File: src/rtl/dcr_pkg.sv
package dcr_pkg;

  typedef enum logic [3:0] {
    OP_SET_PORT = 4'h0,
    OP_SET_ADDR = 4'h2,
    OP_GET_ADDR = 4'h3,
    OP_SET_CNT  = 4'h4,
    OP_GET_CNT  = 4'h5,
    OP_SET_MODE = 4'h7,
    OP_MASK     = 4'h9,
    OP_UNMASK   = 4'hA,
    OP_IDLE     = 4'hF
  } dcr_op_e;

  localparam int MODE_IO_BIT   = 0;
  localparam int MODE_EN_BIT   = 2;
  localparam int MODE_RD_BIT   = 3;
  localparam int MODE_WIDE_BIT = 6;

  // strobes from control to datapath
  typedef struct packed {
    logic       wrPort;
    logic       wrAddr;
    logic       wrCnt;
    logic       wrMode;
    logic       setMask;
    logic       clrMask;
    logic       rdAddr;
    logic       rdCnt;
    logic [1:0] idx;
    logic [7:0] data;
  } dcr_strobe_t;

endpackage

File: src/rtl/dcr_ctrl.sv
module dcr_ctrl
  import dcr_pkg::*;
#(
  parameter int CH_W = 4
) (
  input  logic            clk,
  input  logic            rstN,
  input  logic            cmdWe,
  input  logic [7:0]      cmdData,
  input  logic            exeWe,
  input  logic            exeRe,
  input  logic [7:0]      exeWData,
  output dcr_strobe_t     stb,
  output logic [CH_W-1:0] stbCh
);

  logic [3:0]      opQ;
  logic [CH_W-1:0] selQ;
  logic [1:0]      ptrQ;
  logic            exeAct;
  logic            inRange;
  logic [3:0]      cmdOp;

  // number of execute bytes each operation consumes
  function automatic logic [1:0] opBytes(input logic [3:0] op);
    case (op)
      OP_SET_PORT: opBytes = 2'd2;
      OP_SET_ADDR: opBytes = 2'd3;
      OP_GET_ADDR: opBytes = 2'd3;
      OP_SET_CNT:  opBytes = 2'd2;
      OP_GET_CNT:  opBytes = 2'd2;
      OP_SET_MODE: opBytes = 2'd1;
      default:     opBytes = 2'd0;
    endcase
  endfunction

  assign cmdOp   = cmdData[7:4];
  assign exeAct  = (exeWe | exeRe) & ~cmdWe;
  assign inRange = ptrQ < opBytes(opQ);

  always_ff @(posedge clk or negedge rstN) begin
    if (!rstN) begin
      opQ  <= OP_IDLE;
      selQ <= '0;
      ptrQ <= '0;
    end else if (cmdWe) begin
      opQ  <= cmdOp;
      selQ <= cmdData[CH_W-1:0];
      ptrQ <= '0;
    end else if (exeAct && ptrQ != 2'd3) begin
      ptrQ <= ptrQ + 2'd1;
    end
  end

  always_comb begin
    stb         = '0;
    stb.idx     = ptrQ;
    stb.data    = exeWData;
    stb.wrPort  = exeWe & ~cmdWe & inRange & (opQ == OP_SET_PORT);
    stb.wrAddr  = exeWe & ~cmdWe & inRange & (opQ == OP_SET_ADDR);
    stb.wrCnt   = exeWe & ~cmdWe & inRange & (opQ == OP_SET_CNT);
    stb.wrMode  = exeWe & ~cmdWe & inRange & (opQ == OP_SET_MODE);
    stb.rdAddr  = exeRe & ~cmdWe & inRange & (opQ == OP_GET_ADDR);
    stb.rdCnt   = exeRe & ~cmdWe & inRange & (opQ == OP_GET_CNT);
    stb.setMask = cmdWe & (cmdOp == OP_MASK);
    stb.clrMask = cmdWe & (cmdOp == OP_UNMASK);
  end

  // mask commands act on the channel in the command byte itself
  assign stbCh = cmdWe ? cmdData[CH_W-1:0] : selQ;

endmodule

File: src/rtl/dcr_datapath.sv
module dcr_datapath
  import dcr_pkg::*;
#(
  parameter int NUM_CH = 16,
  parameter int CH_W   = 4,
  parameter int ADDR_W = 24,
  parameter int CNT_W  = 16,
  parameter int PORT_W = 16
) (
  input  logic              clk,
  input  logic              rstN,
  input  dcr_strobe_t       stb,
  input  logic [CH_W-1:0]   stbCh,
  input  logic              xferDec,
  input  logic [CH_W-1:0]   xferCh,
  output logic [7:0]        exeRData,
  output logic [NUM_CH-1:0] armed,
  output logic              termCount,
  output logic [ADDR_W-1:0] engAddr,
  output logic [PORT_W-1:0] engPort,
  output logic [7:0]        engMode
);

  localparam int ADDR_B = ADDR_W / 8;
  localparam int CNT_B  = CNT_W / 8;
  localparam int PORT_B = PORT_W / 8;

  logic [ADDR_W-1:0] addrQ [NUM_CH];
  logic [CNT_W-1:0]  cntQ  [NUM_CH];
  logic [PORT_W-1:0] portQ [NUM_CH];
  logic [7:0]        modeQ [NUM_CH];
  logic [NUM_CH-1:0] maskQ;
  logic              tcQ;
  logic              decOk;
  logic              selMasked;

  assign decOk     = xferDec & armed[xferCh];
  assign selMasked = maskQ[stbCh];

  always_ff @(posedge clk or negedge rstN) begin
    if (!rstN) begin
      for (int i = 0; i < NUM_CH; i++) begin
        addrQ[i] <= '0;
        cntQ[i]  <= '0;
        portQ[i] <= '0;
        modeQ[i] <= '0;
      end
      maskQ <= '1;
      tcQ   <= 1'b0;
    end else begin
      if (stb.setMask) maskQ[stbCh] <= 1'b1;
      if (stb.clrMask) maskQ[stbCh] <= 1'b0;
      if (selMasked) begin
        for (int b = 0; b < ADDR_B; b++)
          if (stb.wrAddr && stb.idx == 2'(b)) addrQ[stbCh][b*8 +: 8] <= stb.data;
        for (int b = 0; b < CNT_B; b++)
          if (stb.wrCnt && stb.idx == 2'(b)) cntQ[stbCh][b*8 +: 8] <= stb.data;
        for (int b = 0; b < PORT_B; b++)
          if (stb.wrPort && stb.idx == 2'(b)) portQ[stbCh][b*8 +: 8] <= stb.data;
        if (stb.wrMode) modeQ[stbCh] <= stb.data;
      end
      // writes need a masked channel, decrements an armed one: no overlap
      if (decOk) begin
        cntQ[xferCh]  <= cntQ[xferCh] - 1'b1;
        addrQ[xferCh] <= addrQ[xferCh] +
                         (modeQ[xferCh][MODE_WIDE_BIT] ? ADDR_W'(2) : ADDR_W'(1));
      end
      tcQ <= decOk && (cntQ[xferCh] == '0);
    end
  end

  for (genvar g = 0; g < NUM_CH; g++) begin : g_arm
    assign armed[g] = ~maskQ[g] & modeQ[g][MODE_EN_BIT];
  end

  always_comb begin
    exeRData = 8'h00;
    for (int b = 0; b < ADDR_B; b++)
      if (stb.rdAddr && stb.idx == 2'(b)) exeRData = addrQ[stbCh][b*8 +: 8];
    for (int b = 0; b < CNT_B; b++)
      if (stb.rdCnt && stb.idx == 2'(b)) exeRData = cntQ[stbCh][b*8 +: 8];
  end

  assign termCount = tcQ;
  assign engAddr   = addrQ[xferCh];
  assign engPort   = portQ[xferCh];
  assign engMode   = modeQ[xferCh];

endmodule

File: src/rtl/dma_cmd_regfile.sv
module dma_cmd_regfile
  import dcr_pkg::*;
#(
  parameter int NUM_CH = 16,
  parameter int ADDR_W = 24,
  parameter int CNT_W  = 16,
  parameter int PORT_W = 16
) (
  input  logic              clk,
  input  logic              rstN,
  input  logic              cmdWe,
  input  logic [7:0]        cmdData,
  input  logic              exeWe,
  input  logic              exeRe,
  input  logic [7:0]        exeWData,
  output logic [7:0]        exeRData,
  input  logic              xferDec,
  input  logic [3:0]        xferCh,
  output logic [NUM_CH-1:0] armed,
  output logic              termCount,
  output logic [ADDR_W-1:0] engAddr,
  output logic [PORT_W-1:0] engPort,
  output logic [7:0]        engMode
);

  localparam int CH_W = 4;

  dcr_strobe_t     stb;
  logic [CH_W-1:0] stbCh;

  dcr_ctrl #(.CH_W(CH_W)) u_ctrl (
    .clk(clk), .rstN(rstN), .cmdWe(cmdWe), .cmdData(cmdData),
    .exeWe(exeWe), .exeRe(exeRe), .exeWData(exeWData),
    .stb(stb), .stbCh(stbCh)
  );

  dcr_datapath #(
    .NUM_CH(NUM_CH), .CH_W(CH_W), .ADDR_W(ADDR_W), .CNT_W(CNT_W), .PORT_W(PORT_W)
  ) u_dp (
    .clk(clk), .rstN(rstN), .stb(stb), .stbCh(stbCh),
    .xferDec(xferDec), .xferCh(xferCh), .exeRData(exeRData),
    .armed(armed), .termCount(termCount),
    .engAddr(engAddr), .engPort(engPort), .engMode(engMode)
  );

endmodule

File: config.mk
export PLATFORM = sky130hd
export DESIGN_NAME = dma_cmd_regfile
export DESIGN_NICKNAME = d
export VERILOG_FILES = /design/src/rtl/dcr_pkg.sv /design/src/rtl/dcr_ctrl.sv /design/src/rtl/dcr_datapath.sv /design/src/rtl/dma_cmd_regfile.sv
export SDC_FILE = /design/constraint.sdc
export NUM_CORES = 2
export LEC_CHECK = 0
export BUFFER_PORTS_ARGS = -buffer_cell sky130_fd_sc_hd__buf_2
export CAP_MARGIN = 20
export CORE_UTILIZATION = 35
export DETAILED_ROUTE_END_ITERATION = 10
export PLACE_DENSITY_LB_ADDON = 0.1
export SYNTH_ARGS = -nofsm -noshare
export SYNTH_HDL_FRONTEND = slang
export SYNTH_HIERARCHICAL = 1
export SYNTH_SLANG_ARGS = --single-unit
export TNS_END_PERCENT = 5
File: constraint.sdc
create_clock -name clk -period 10.6 [get_ports clk]
set_input_delay 0.53 -clock clk [delete_from_list [all_inputs] [get_ports clk]]
set_output_delay 0.53 -clock clk [all_outputs]
set_load 0.05 [all_outputs]
* Yosys cells after proc, flatten, opt, wreduce, memory -nomap -nowiden
Index checks and enable logic that the tools add are counted.
** Storage, ports and cells
- Bits in registers :: 1051
- Input bits :: 26
- Output and inout bits :: 73
** Operators by class
- $add $sub $neg :: 3
- Magnitude comparators :: 8
- Equal/unequal tests :: 10
- Multiplexer cells :: 77
- Bitwise logic cells :: 53
- Reduce and logical (&&, ||, !) cells :: 24
** Operator list (count)
- $mux W384 :: 7
- $mux W256 :: 8
- $bwmux W384 :: 4
- $bwmux W256 :: 5
- $demux W24 S4 :: 4
- $bmux W16 S4 :: 3
- $bmux W24 S4 :: 2
- $demux W16 S4 :: 3
- $mux W16 :: 11
- $mux W24 :: 6
- $bwmux W128 :: 1
- $mux W8 :: 10
- $bmux W8 S4 :: 1
- $demux W8 S4 :: 1
- $and A1 B1 Y1 :: 30
- $add A24 B24 Y24 :: 1
- $logic_and A1 B1 Y1 :: 17
- $not A1 Y1 :: 17
- $and A16 B16 Y16 :: 1
- $logic_not A16 Y1 :: 1
- $not A16 Y16 :: 1
- $or A16 B16 Y16 :: 1
- $sub A16 B1 Y16 const B :: 1
- $eq A4 B3 Y1 const B :: 3
- other kinds (25) :: 36

* Depth between registers and ports, before layout
- Word-level depth :: 17
- Mapped depth :: 21
- Gate-level depth less buffers :: 11

* Cells and area by module
Netlist, hierarchy kept.
** By module, submodules not included
- dcr_datapath :: instances 1, cells each 4851, area each 58947.8 sq um, sequential area each 26070.0 sq um
- dcr_ctrl :: instances 1, cells each 57, area each 635.6 sq um, sequential area each 255.2 sq um

* Worst setup path before layout
OpenSTA, ideal clock, no wires.
- Kind :: input port to flip-flop
- Start point :: input xferCh[0]
- End point :: register u_dp/addrQ[134] (netlist name)
- Setup time :: 0.137 ns
- Arrival :: 5.857 ns
- Slack :: 4.606 ns
- Cell stages on the path :: 21
- Path buffers :: 10
- Cell sequence :: buf_6 -> buf_6 -> buf_4 -> buf_6 -> buf_6 -> buf_4 -> buf_2 -> buf_2 -> buf_2 -> mux4_2 -> mux4_2 -> inv_1 -> ha_1 -> inv_1 -> fa_1 -> nand4b_1 -> nor3_1 -> nand4_1 -> xor2_1 -> clkbuf_1 -> a21oi_1
** On the way
- Cells in the longest elaborated chain, start to end :: 8
- Elaborated cells on any way between the ends :: 19
- Those cells by class :: add/sub: 1; order compare: 2; mux: 13; bitwise: 2; reduce/logical: 1
** Ends and longest elaborated chain
- start, declared :: line dma_cmd_regfile.sv:18 : input logic [3:0] xferCh,
- $not A4 Y5
- $bmux W8 S4
- $mux W8 (implied by the code) (2 in a row) :: line dcr_datapath.sv:66 : (modeQ[xferCh][MODE_WIDE_BIT] ? ADDR_W'(2) : ADDR_W'(1));
- via engMode[6] :: line dma_cmd_regfile.sv:23 : output logic [7:0] engMode
- $mux W2 :: line dcr_datapath.sv:66
- $add A24 B24 Y24 :: line dcr_datapath.sv:65 : addrQ[xferCh] <= addrQ[xferCh] +
- $bwmux W384 :: line dcr_datapath.sv:65
- $mux W384 :: line dcr_datapath.sv:63 : if (decOk) begin
- end signal, assigned by index :: line dcr_datapath.sv:55 : if (stb.wrAddr && stb.idx == 2'(b)) addrQ[stbCh][b*8 +: 8] <= stb.data;
- end signal, assigned by index :: line dcr_datapath.sv:65
- end, declared :: line dcr_datapath.sv:28 : logic [ADDR_W-1:0] addrQ [NUM_CH];
The timed path passes the listed nets, and every way through them passes these cells. The select of a mux whose other input is x is not followed.
A chain may end at the register's enable or synchronous reset.

* Worst setup path after layout
- Start point :: register u_ctrl.selQ[0]
- End point :: output exeRData[7]
** On the way
- Cells in the longest elaborated chain, start to end :: 10
- Elaborated cells on any way between the ends :: 13
- Those cells by class :: mux: 12; bitwise: 1
** Ends and longest elaborated chain
- start, declared :: line dcr_ctrl.sv:18 : logic [CH_W-1:0] selQ;
- start signal, assigned :: line dcr_ctrl.sv:48 : selQ <= cmdData[CH_W-1:0];
- $mux W4 * :: line dcr_ctrl.sv:70 : assign stbCh = cmdWe ? cmdData[CH_W-1:0] : selQ;
- via stbCh[0] :: line dma_cmd_regfile.sv:29 : logic [CH_W-1:0] stbCh;
- $not A4 Y5 (implied by the code) * :: line dcr_datapath.sv:79, dcr_datapath.sv:81
- $bmux W24 S4 :: line dcr_datapath.sv:79 : if (stb.rdAddr && stb.idx == 2'(b)) exeRData = addrQ[stbCh][b*8 +: 8];
- $mux W24 (implied by the code) (2 in a row) :: line dcr_datapath.sv:79
- $mux W8 (3 in a row) :: line dcr_datapath.sv:79
- $mux W8 :: line dcr_datapath.sv:81 : if (stb.rdCnt && stb.idx == 2'(b)) exeRData = cntQ[stbCh][b*8 +: 8];
- $mux W8 * :: line dcr_datapath.sv:81
- end, declared :: line dma_cmd_regfile.sv:16 : output logic [7:0] exeRData,
The timed path passes the listed nets; every way through them passes the cells marked *. The select of a mux whose other input is x is not followed.

==> results.yml <==
status:
  run_status: "completed"
sta:
  final.min_clock_period_ps: 5830
  final_slew_viol_count: 0
  fin_crit_sh_pct: 55.0
  hold_viol_final: 0
  timing.setup.tns_ps: 0
  fin_ws_ps: 4770
  max_clock_freq_mhz: 172
  timing.max_slew.rel_slack_pct: 22.0
  finalSetupViolCount: 0
  fin_worst_skew_ps: 28.8
  grt_setup_unrepaired: "false"
  tightestPinTransition_ps: 1160
die:
  width_of_the_die_um: 415
  fp.coreArea_sq_um: 169000
  floorplan.die.height_um: 415
  i_o_pins: 99
  core.rowCount: 151
  initial_utilization_pct: 35.2
  area_of_the_die_sq_um: 172000
min_path:
  worstHoldEndpoint: "u_ctrl/opQ[2]"
  worst_hold_path.num_cells: 2
  worstHoldStart: "cmdData[6]"
  hold_class: "primary input to register"
clock_tree:
  cts.htree.levels: 4
  tritoncts.num_buffers: 134
  clockRootBuffer: "sky130_fd_sc_hd__clkbuf_16"
  tritoncts: "done"
  cts_max_path_buffers: 3
  insertion_delay_ps: 790
  clkSlewWorstSetupHoldPaths_ps: 60
  ctsResizeCount: 0
  tritoncts_num_sinks: 1051
synth:
  synth_area_leader_cell: "sky130_fd_sc_hd__dfrtp_1"
  ys_top_cells_by_area: "sky130_fd_sc_hd__dfrtp_1, sky130_fd_sc_hd__mux4_2, sky130_fd_sc_hd__mux2_2"
  synthMostInstantiatedCell: "sky130_fd_sc_hd__dfrtp_1"
  synth_register_bits: 1051
  postSynthCellCount: 4908
  synth.top_cell.area_share_pct: 43.3
  async_flop_share_pct: 100
  post_synth_num_cell_types: 55
  synthFlopType: "sky130_fd_sc_hd__dfrtp_1"
  mappedNetlistArea_sq_um: 59600
  synth_commonest_cells: "sky130_fd_sc_hd__dfrtp_1, sky130_fd_sc_hd__mux2_2, sky130_fd_sc_hd__mux4_2, sky130_fd_sc_hd__a21oi_1, sky130_fd_sc_hd__clkbuf_1"
  synth_sequential_area_ratio_pct: 44.2
  average_size_of_a_mapped_cell_sq_um: 12.1
  synth_warnings: 6
  synthesis.nets: 4940
  synth-edff-count: 0
routing:
  drt-pass1-iter-count: 5
  ant_nets: 0
  num_vias: 42800
  drc: 0
  wl_per_cell_um: 32.0
  totalWireLength_um: 229000
  detail_route.vias_per_cell: 5.98
  drt_first_iter_violations: 4102
grt:
  gr-usage-met1_pct: 36.9
  maximum_number_of_pins_on_one_net_before_global_route_repair: 149
  globalRoute.totalOverflow: 0
  antenna_violations_before_repair: 8
  groute.usage.overall_pct: 26.6
  grt_pass1_wl_um: 329000
  global_route.usage.met2_pct: 42.5
  global_route.peak_usage_layer: "met2"
  grt_pass1_vias: 42500
  met3_usage_pct: 4.23
job:
  max-cap-violations: 0
worst_setup_path:
  crit_path_required_time_ps: 10070
  worst_r2r_startpoint: "u_ctrl/selQ[1]"
  worst-r2r-cell-count: 8
  timing.critical_path.arrival_ps: 5300
  cp_max_fo: 74
  timing.critical_path.to_type: "output pin"
  timing.setup.critical_path_class: "register to output pin"
  timing.rr.end: "u_dp/cntQ[5]"
  setup.worst_path.start_class: "register"
  r2r_setup_slack_ps: 6070
finish:
  layout-drive-gt1-share_pct: 34.5
  final_net_count: 4861
  synthToLayoutAreaGrowth_pct: 12.6
  layout.filler_cells: 16300
power:
  cellPowerDensity_nw_per_um2: 173
  p_leak_nw: 29.8
  worst_ir_drop_vdd_v: 0.000118
place:
  numPortBuffers: 98
  setup_ws_pre_cts_ps: 4130
  gpl_wtd_cong: 0.824
  place_hpwl_um: 135000
-- state kept, by name, summed over array words and instances (netlist names) --
signal,count
u_dp/modeQ,128
u_dp/portQ,256
u_dp/cntQ,256
u_dp/maskQ,16
u_ctrl/opQ,4
u_ctrl/ptrQ,2
u_dp/termCount,1
u_ctrl/selQ,4
u_dp/addrQ,384
-- layout by cell type, fill, tap and decap left out, types with 36 or more instances in the layout --
master                      Yosys  final
sky130_fd_sc_hd__a22oi_1       42     42
sky130_fd_sc_hd__nor2b_1      152    150
sky130_fd_sc_hd__o21ai_0      246    246
sky130_fd_sc_hd__nor2_1       340    319
sky130_fd_sc_hd__mux2_2       658    654
sky130_fd_sc_hd__and3_1        36     36
sky130_fd_sc_hd__clkbuf_16      0    141
sky130_fd_sc_hd__a211oi_1     162    162
sky130_fd_sc_hd__buf_2         34     85
sky130_fd_sc_hd__a21oi_1      448    448
sky130_fd_sc_hd__clkbuf_1     377     37
sky130_fd_sc_hd__mux2i_1      240    240
sky130_fd_sc_hd__mux4_2       483    483
sky130_fd_sc_hd__dfrtp_1     1031   1031
sky130_fd_sc_hd__nand2_1      370    370
sky130_fd_sc_hd__buf_4         22    170
-- layer usage --
metal  vias up  share of wire (%)
met1     22700                 43
met4         2                3.1
met5         -             0.0057
li1      18100                  -
met2      1573                 47
met3       348                6.0
-- report_power, final --
part           switching [mW]  internal (mW)  total [mW]
registers               0.254           4.37        4.63
logic                    1.31          0.963        2.27
clock network            1.89           2.83        4.72
total                    3.45           8.17        11.6
-- how the worst max path moves through the flow --
stage | startpoint | end | depth (start not counted) | slack, ps
5_1_grt | u_ctrl/selQ[0] | exeRData[0] | 10 | 4660
3_3_place_gp | xferCh[0] | u_dp/addrQ[88] | 14 | 3790
4_1_cts | u_ctrl/selQ[0] | exeRData[7] | 8 | 4660
6_report | u_ctrl/selQ[0] | exeRData[7] | 8 | 4770
3_5_place_dp | xferCh[0] | u_dp/cntQ[29] | 11 | 4130
2_1_floorplan | xferCh[0] | u_dp/addrQ[134] | 21 | 4610
-- through the flow --
stage                     utilization, %  cell area [sq um]  power, mW  instances  hold slack (ps)
after floorplan                        -              59600       6.18       4908              234
after detailed placement            36.9              62500       6.95       6907              487
after global placement              36.9              62500       6.92       6905              482
after global routing                39.6              67100       12.1       7152             24.9
final                               39.6              67100       11.6       7155             50.9
after CTS                           39.6              67100       11.7       7150             2.46
-- cell type report --
type / instances / area (sq um) / share of cell area, %
clock buffers: 210 / 4110 / 6.12
well taps: 2218 / 2780 / 4.14
inverters: 16 / 60.1 / 0.0895
repair buffers: 271 / 1970 / 2.93
multi-input cells: 3355 / 31500 / 46.9
clock inverters: 31 / 387 / 0.576
flip-flops and latches: 1051 / 26300 / 39.2
diodes: 3 / 7.51 / 0.0112
-- repair_timing --
action / CTS / global route
hold endpoints to repair: 71 / 0
setup buffers: 0 / 0
hold buffers: 2 / 0
-- logic make-up after synthesis --
logic type / count (synthesis) / synth area share [%]
xor gates and xnor gates: 35 / 0.546
and+or+nand+nor: 989 / 7.41
buffers and inverters: 502 / 3.50
muxes: 1394 / 35.3
AOI/OAI and AO/OA: 931 / 8.93
adders and majority gates: 6 / 0.139
DFF: 1051 / 44.2
-- critical path: stages (launching register included) --
cell,delay (ps)
sky130_fd_sc_hd__dfrtp_1,340
sky130_fd_sc_hd__mux2_8,720
sky130_fd_sc_hd__buf_12,580
sky130_fd_sc_hd__mux4_2,590
sky130_fd_sc_hd__mux4_2,490
sky130_fd_sc_hd__nor2b_1,210
sky130_fd_sc_hd__a2111oi_1,940
sky130_fd_sc_hd__a211oi_1,180
sky130_fd_sc_hd__buf_2,300
(Power assumes the default switching activity.)
